File: src/rtl/ctl_wr_pkg.sv
package ctl_wr_pkg;
  localparam int FRAME_BITS = 16;
  localparam int OP_BITS    = 3;
  localparam int ADDR_BITS  = 5;
  localparam int DATA_BITS  = 8;
  localparam int NUM_REGS   = 5;
  localparam int IMG_BITS   = NUM_REGS * DATA_BITS;

  // Power-on contents of each register.
  function automatic logic [DATA_BITS-1:0] reset_val(input int idx);
    case (idx)
      0:       reset_val = 8'h05;
      1:       reset_val = 8'h0F;
      2:       reset_val = 8'h34;
      default: reset_val = 8'h00;
    endcase
  endfunction

  // Bits that may hold a written 1 (the low two registers carry only a nibble).
  function automatic logic [DATA_BITS-1:0] keep_mask(input int idx);
    keep_mask = (idx < 2) ? 8'h0F : 8'hFF;
  endfunction

  function automatic logic [IMG_BITS-1:0] reset_image();
    logic [IMG_BITS-1:0] img;
    for (int k = 0; k < NUM_REGS; k++)
      img[k*DATA_BITS +: DATA_BITS] = reset_val(k);
    return img;
  endfunction
endpackage

File: src/rtl/pin_sync.sv
module pin_sync #(
  parameter int   STAGES  = 2,
  parameter logic RST_VAL = 1'b0
) (
  input  logic clk,
  input  logic rst_n,
  input  logic d_in,
  output logic q,
  output logic rise
);
  logic [STAGES:0] pipe;
  logic [STAGES:0] pipe_nxt;

  always_comb pipe_nxt = {pipe[STAGES-1:0], d_in};

  always_ff @(posedge clk or negedge rst_n) begin
    if (!rst_n) pipe <= {(STAGES+1){RST_VAL}};
    else        pipe <= pipe_nxt;
  end

  assign q    = pipe[STAGES-1];
  assign rise = pipe[STAGES-1] & ~pipe[STAGES];
endmodule

File: src/rtl/frame_rx.sv
module frame_rx
  import ctl_wr_pkg::*;
#(
  parameter int NBITS = FRAME_BITS,
  parameter int OPW   = OP_BITS,
  parameter int AW    = ADDR_BITS,
  parameter int DW    = DATA_BITS,
  localparam int LIMIT = NBITS + 1,
  localparam int CW    = $clog2(LIMIT + 1)
) (
  input  logic          clk,
  input  logic          rst_n,
  input  logic          sel_q,
  input  logic          sel_rise,
  input  logic          bit_rise,
  input  logic          dat_q,
  output logic          frame_ok,
  output logic [AW-1:0] addr,
  output logic [DW-1:0] data,
  output logic [CW-1:0] bit_cnt
);
  logic [NBITS-1:0] sh, sh_nxt;
  logic [CW-1:0]    cnt_nxt;
  logic             unused_op;

  always_comb begin
    sh_nxt  = sh;
    cnt_nxt = bit_cnt;
    if (sel_q) begin
      sh_nxt  = '0;
      cnt_nxt = '0;
    end else if (bit_rise) begin
      sh_nxt = {dat_q, sh[NBITS-1:1]};
      if (bit_cnt != CW'(LIMIT)) cnt_nxt = bit_cnt + 1'b1;
    end
  end

  always_ff @(posedge clk or negedge rst_n) begin
    if (!rst_n) begin
      sh      <= '0;
      bit_cnt <= '0;
    end else begin
      sh      <= sh_nxt;
      bit_cnt <= cnt_nxt;
    end
  end

  assign addr      = sh[OPW +: AW];
  assign data      = sh[OPW+AW +: DW];
  assign frame_ok  = sel_rise && (bit_cnt == CW'(NBITS)) && sh[OPW-1];
  assign unused_op = ^sh[OPW-2:0];
endmodule

File: src/rtl/cfg_regfile.sv
module cfg_regfile
  import ctl_wr_pkg::*;
#(
  parameter int NREG        = NUM_REGS,
  parameter int AW          = ADDR_BITS,
  parameter int DW          = DATA_BITS,
  parameter int PROTECT_IDX = 1
) (
  input  logic             clk,
  input  logic             rst_n,
  input  logic             pd_n,
  input  logic             inhibit,
  input  logic             wr_ok,
  input  logic [AW-1:0]    addr,
  input  logic [DW-1:0]    data,
  output logic [NREG*DW-1:0] cfg_bits
);
  for (genvar k = 0; k < NREG; k++) begin : g_reg
    logic [DW-1:0] cur, nxt;
    logic          we;

    always_comb begin
      we  = wr_ok && pd_n && (addr == AW'(k)) && !(inhibit && (k == PROTECT_IDX));
      nxt = cur;
      if (!pd_n)   nxt = reset_val(k);
      else if (we) nxt = data & keep_mask(k);
    end

    always_ff @(posedge clk or negedge rst_n) begin
      if (!rst_n) cur <= reset_val(k);
      else        cur <= nxt;
    end

    assign cfg_bits[k*DW +: DW] = cur;
  end
endmodule

File: src/rtl/ctl_wr_port.sv
module ctl_wr_port
  import ctl_wr_pkg::*;
#(
  parameter int SYNC_STAGES = 2
) (
  input  logic                clk,
  input  logic                rst_n,
  input  logic                pd_n,
  input  logic                cal_busy,
  input  logic                cs_n,
  input  logic                sck,
  input  logic                sdi,
  output logic [IMG_BITS-1:0] cfg_bits
);
  localparam int CW = $clog2(FRAME_BITS + 2);

  logic cs_q, cs_rise, sck_q, sck_rise, sdi_q, sdi_rise;
  logic frame_ok;
  logic [ADDR_BITS-1:0] wr_addr;
  logic [DATA_BITS-1:0] wr_data;
  logic [CW-1:0]        bit_cnt;
  logic                 unused_edges;

  pin_sync #(.STAGES(SYNC_STAGES), .RST_VAL(1'b1)) u_cs_sync (
    .clk(clk), .rst_n(rst_n), .d_in(cs_n), .q(cs_q), .rise(cs_rise));
  pin_sync #(.STAGES(SYNC_STAGES), .RST_VAL(1'b0)) u_sck_sync (
    .clk(clk), .rst_n(rst_n), .d_in(sck), .q(sck_q), .rise(sck_rise));
  pin_sync #(.STAGES(SYNC_STAGES), .RST_VAL(1'b0)) u_sdi_sync (
    .clk(clk), .rst_n(rst_n), .d_in(sdi), .q(sdi_q), .rise(sdi_rise));

  assign unused_edges = sck_q ^ sdi_rise;

  frame_rx u_rx (
    .clk(clk), .rst_n(rst_n), .sel_q(cs_q), .sel_rise(cs_rise),
    .bit_rise(sck_rise), .dat_q(sdi_q), .frame_ok(frame_ok),
    .addr(wr_addr), .data(wr_data), .bit_cnt(bit_cnt));

  cfg_regfile u_regs (
    .clk(clk), .rst_n(rst_n), .pd_n(pd_n), .inhibit(cal_busy),
    .wr_ok(frame_ok), .addr(wr_addr), .data(wr_data), .cfg_bits(cfg_bits));
endmodule

File: config.mk
export PLATFORM = sky130hd
export DESIGN_NAME = ctl_wr_port
export DESIGN_NICKNAME = d
export VERILOG_FILES = /design/src/rtl/ctl_wr_pkg.sv /design/src/rtl/pin_sync.sv /design/src/rtl/frame_rx.sv /design/src/rtl/cfg_regfile.sv /design/src/rtl/ctl_wr_port.sv
export SDC_FILE = /design/constraint.sdc
export NUM_CORES = 1
export LEC_CHECK = 0
export ABC_CLOCK_PERIOD_IN_PS = 3400
export BUFFER_PORTS_ARGS = -buffer_cell sky130_fd_sc_hd__buf_4
export CORE_ASPECT_RATIO = 0.75
export CORE_UTILIZATION = 59
export DETAILED_ROUTE_END_ITERATION = 8
export PLACE_DENSITY = 0.9
export SYNTH_ARGS = -nofsm -noshare
export SYNTH_HDL_FRONTEND = slang
export SYNTH_SLANG_ARGS = --single-unit
File: constraint.sdc
create_clock -name clk -period 3.4 [get_ports clk]
set_clock_uncertainty 0.15 [all_clocks]
set_input_delay 0.34 -clock clk [delete_from_list [all_inputs] [get_ports clk]]
set_output_delay 0.34 -clock clk [all_outputs]
set_load 0.03 [all_outputs]
==> reports/metrics.cfg <==
[detailed_routing]
routed_wire_length_per_instance_um = 14.53
totalWireLength_um = 4939
drt-pass1-iter-count = 4
avgViaCountPerCell = 5.324
drt_iter0_drc = 104
drc_errors = 0
detail-route-antenna-nets = 0
vias = 1810

[synth]
synthFlopType = dfrtp_1
ys_async_sr_fraction = 1.000
yosysWarningCount = 0
synth_edf_count = 0
postSynthCellCount = 241
yosysTopAreaCell = dfrtp_1
synth.area.top_cells = dfrtp_1, mux2i_1, dfstp_2
syn_area_sq_mm = 0.002639
synth_top_area_frac = 0.4457
synth.avg_cell_area_sq_um = 10.95
synth_seq_area_share = 0.5652
yosysUniqueCellTypes = 30
synth-seq-cells = 59

[placement]
routabilityCongestion = 0.7797
port_buffers = 38
place_hpwl_um = 3285
preCtsSetupSlack_ns = 1.348

[floorplan]
die_x_um = 79.22
start_util = 0.6314
die_h_um = 59.92
core_sq_mm = 0.004179
row_count = 20
floorplan.die_area_sq_mm = 0.004746
io_pins = 47

[finish]
final_common_cell = nand2_1
diodes = 0
nets = 290
area_growth_pct = 17.69
layout_common_cells = nand2_1, dfrtp_1, buf_4, mux2i_1, a21oi_1
drive_gt1_frac = 0.2386

[sta]
period_share = 0.6265
finalHoldViolCount = 0
fmax_ghz = 0.4695
fin_crit_ns = 2.130
setup_ws_ns = 1.270
setup_viol_count_final = 0
maxSlewHeadroom = 0.3869
final.setup.tns_ns = 0
rsz0062_at_grt = false
final-max-slew-violation-count = 0
worst_pin_slew_ns = 0.9178

[setup_path]
startpoint_type = flop
rrSetupSlack_ns = 1.27
critPathLaunch = u_cs_sync.pipe[1]$_DFF_PN1_
reg2reg_from = u_cs_sync.pipe[1]$_DFF_PN1_
cp-end-kind = flop
worstPathMaxFanout = 23
crit_type = flop to flop
critPathArrivalTime_ns = 2.23
worstPathRequired_ns = 3.50

[clock_network]
htreeDepth = 3
clk_latency_ns = 0.34
postCtsResizedCells = 0
numCtsBuffers = 9
cts.path.max_buffers = 2
cts_post_setup_buffers_inserted = 0
cts-root-buf = clkbuf_8
cts.reportedPaths.clkPinSlew_ns = 0.06
cts_tree = yes
cts_sinks = 59
holdBufCountCts = 4

[power]
power_density_mw_per_mm2 = 422.4
p_leak_nw = 1.513
vdd_drop_max_mv = 0.3388
p_total_w = 0.001312

[min_path]
hold_start = u_sck_sync.pipe[0]$_DFF_PN0_
hold_path.class = flop to flop

[global_routing]
antenna_found_initial = 0
grt_usage = 0.2372
gr-total-overflow = 0
grt_pass1_wl_um = 7914
grt_max_degree = 60
grt_pass1_vias = 1627

[run]
cap_violations = 0

[run_status]
outcome = finished, final reports clean

==> state kept, by name, indices dropped and copies added (netlist names) <==
name	cells
u_cs_sync.pipe	3
u_regs.g.cur	32
u_sdi_sync.pipe	2
u_rx.bit_cnt	5
u_rx.sh	14
u_sck_sync.pipe	3
==> report_power, final <==
part	total (W)	switching (W)	leakage [nW]	internal (W)
clock	0.000531	0.000250	0.0872	0.000281
combinational	0.0000616	0.0000450	0.655	0.0000166
sequential	0.000719	0.00000795	0.770	0.000712
==> layer usage <==
metal	wire [um]	global-route usage	vias up
met5	0	0	-
met4	65	0.08312	0
met3	277	0.1115	8
met2	2273	0.3461	56
met1	2322	0.3133	878
li1	-	-	868
==> Yosys cell counts, types with 2 or more instances <==
cell	instances
nand2_1	61
dfrtp_1	47
mux2i_1	33
a21oi_1	18
nor2b_1	16
dfstp_2	12
buf_4	10
clkbuf_1	9
ha_1	3
nand2b_1	3
and3b_1	2
and4_1	2
inv_1	2
nand4_1	2
nand4_4	2
nor2_1	2
nor3b_1	2
o21ai_0	2
or3_1	2
==> path summary, 6_finish.rpt <==
kind / cells after the start / to
worst max-delay path: 3 / u_regs.g_reg[1].cur[2]$_DFFE_PN1P_
worst min-delay path: 0 / u_sck_sync.pipe[1]$_DFF_PN0_
worst max register to register: 3 / u_regs.g_reg[1].cur[2]$_DFFE_PN1P_
worst min register to register: 0 / u_sck_sync.pipe[1]$_DFF_PN0_
max in group asynchronous: 2 / u_regs.g_reg[4].cur[7]$_DFFE_PN0P_
min in group asynchronous: 2 / u_regs.g_reg[3].cur[4]$_DFFE_PN0P_
==> worst max-delay path, stage by stage, from the launching register on <==
cell and delay, ns:
dfstp_2 0.77, and3b_1 0.42, and4_1 0.42, mux2i_1 0.28
==> cell families after synthesis <==
logic type	synth area share
simple gates	0.2010
flops	0.5652
mux	0.1294
buf+inv	0.04741
compound gates	0.04125
fa+ha+maj	0.01423
other cells	0.001421
==> per-stage QoR <==
step / instances / util / hold slack [ns] / cell area [sq um]
finish: 340 / 0.7431 / 0.2022 / 3105
global route: 340 / 0.7431 / 0.2089 / 3105
CTS: 340 / 0.7431 / 0.2040 / 3105
detailed placement: 320 / 0.6943 / 0.1920 / 2902
global placement: 320 / 0.6943 / 0.1849 / 2902
floorplan: 248 / - / -0.1056 / 2665
==> cell type report <==
class	instances	area, sq um
clock buffer	13	148.9
clock inverter	3	15.01
fill	286	1074
inverter	2	7.507
multi-input combinational	166	1049
sequential	59	1491
tap	55	68.82
timing repair buffer	42	325.3
No activity file was read; power rests on OpenSTA's default activity.
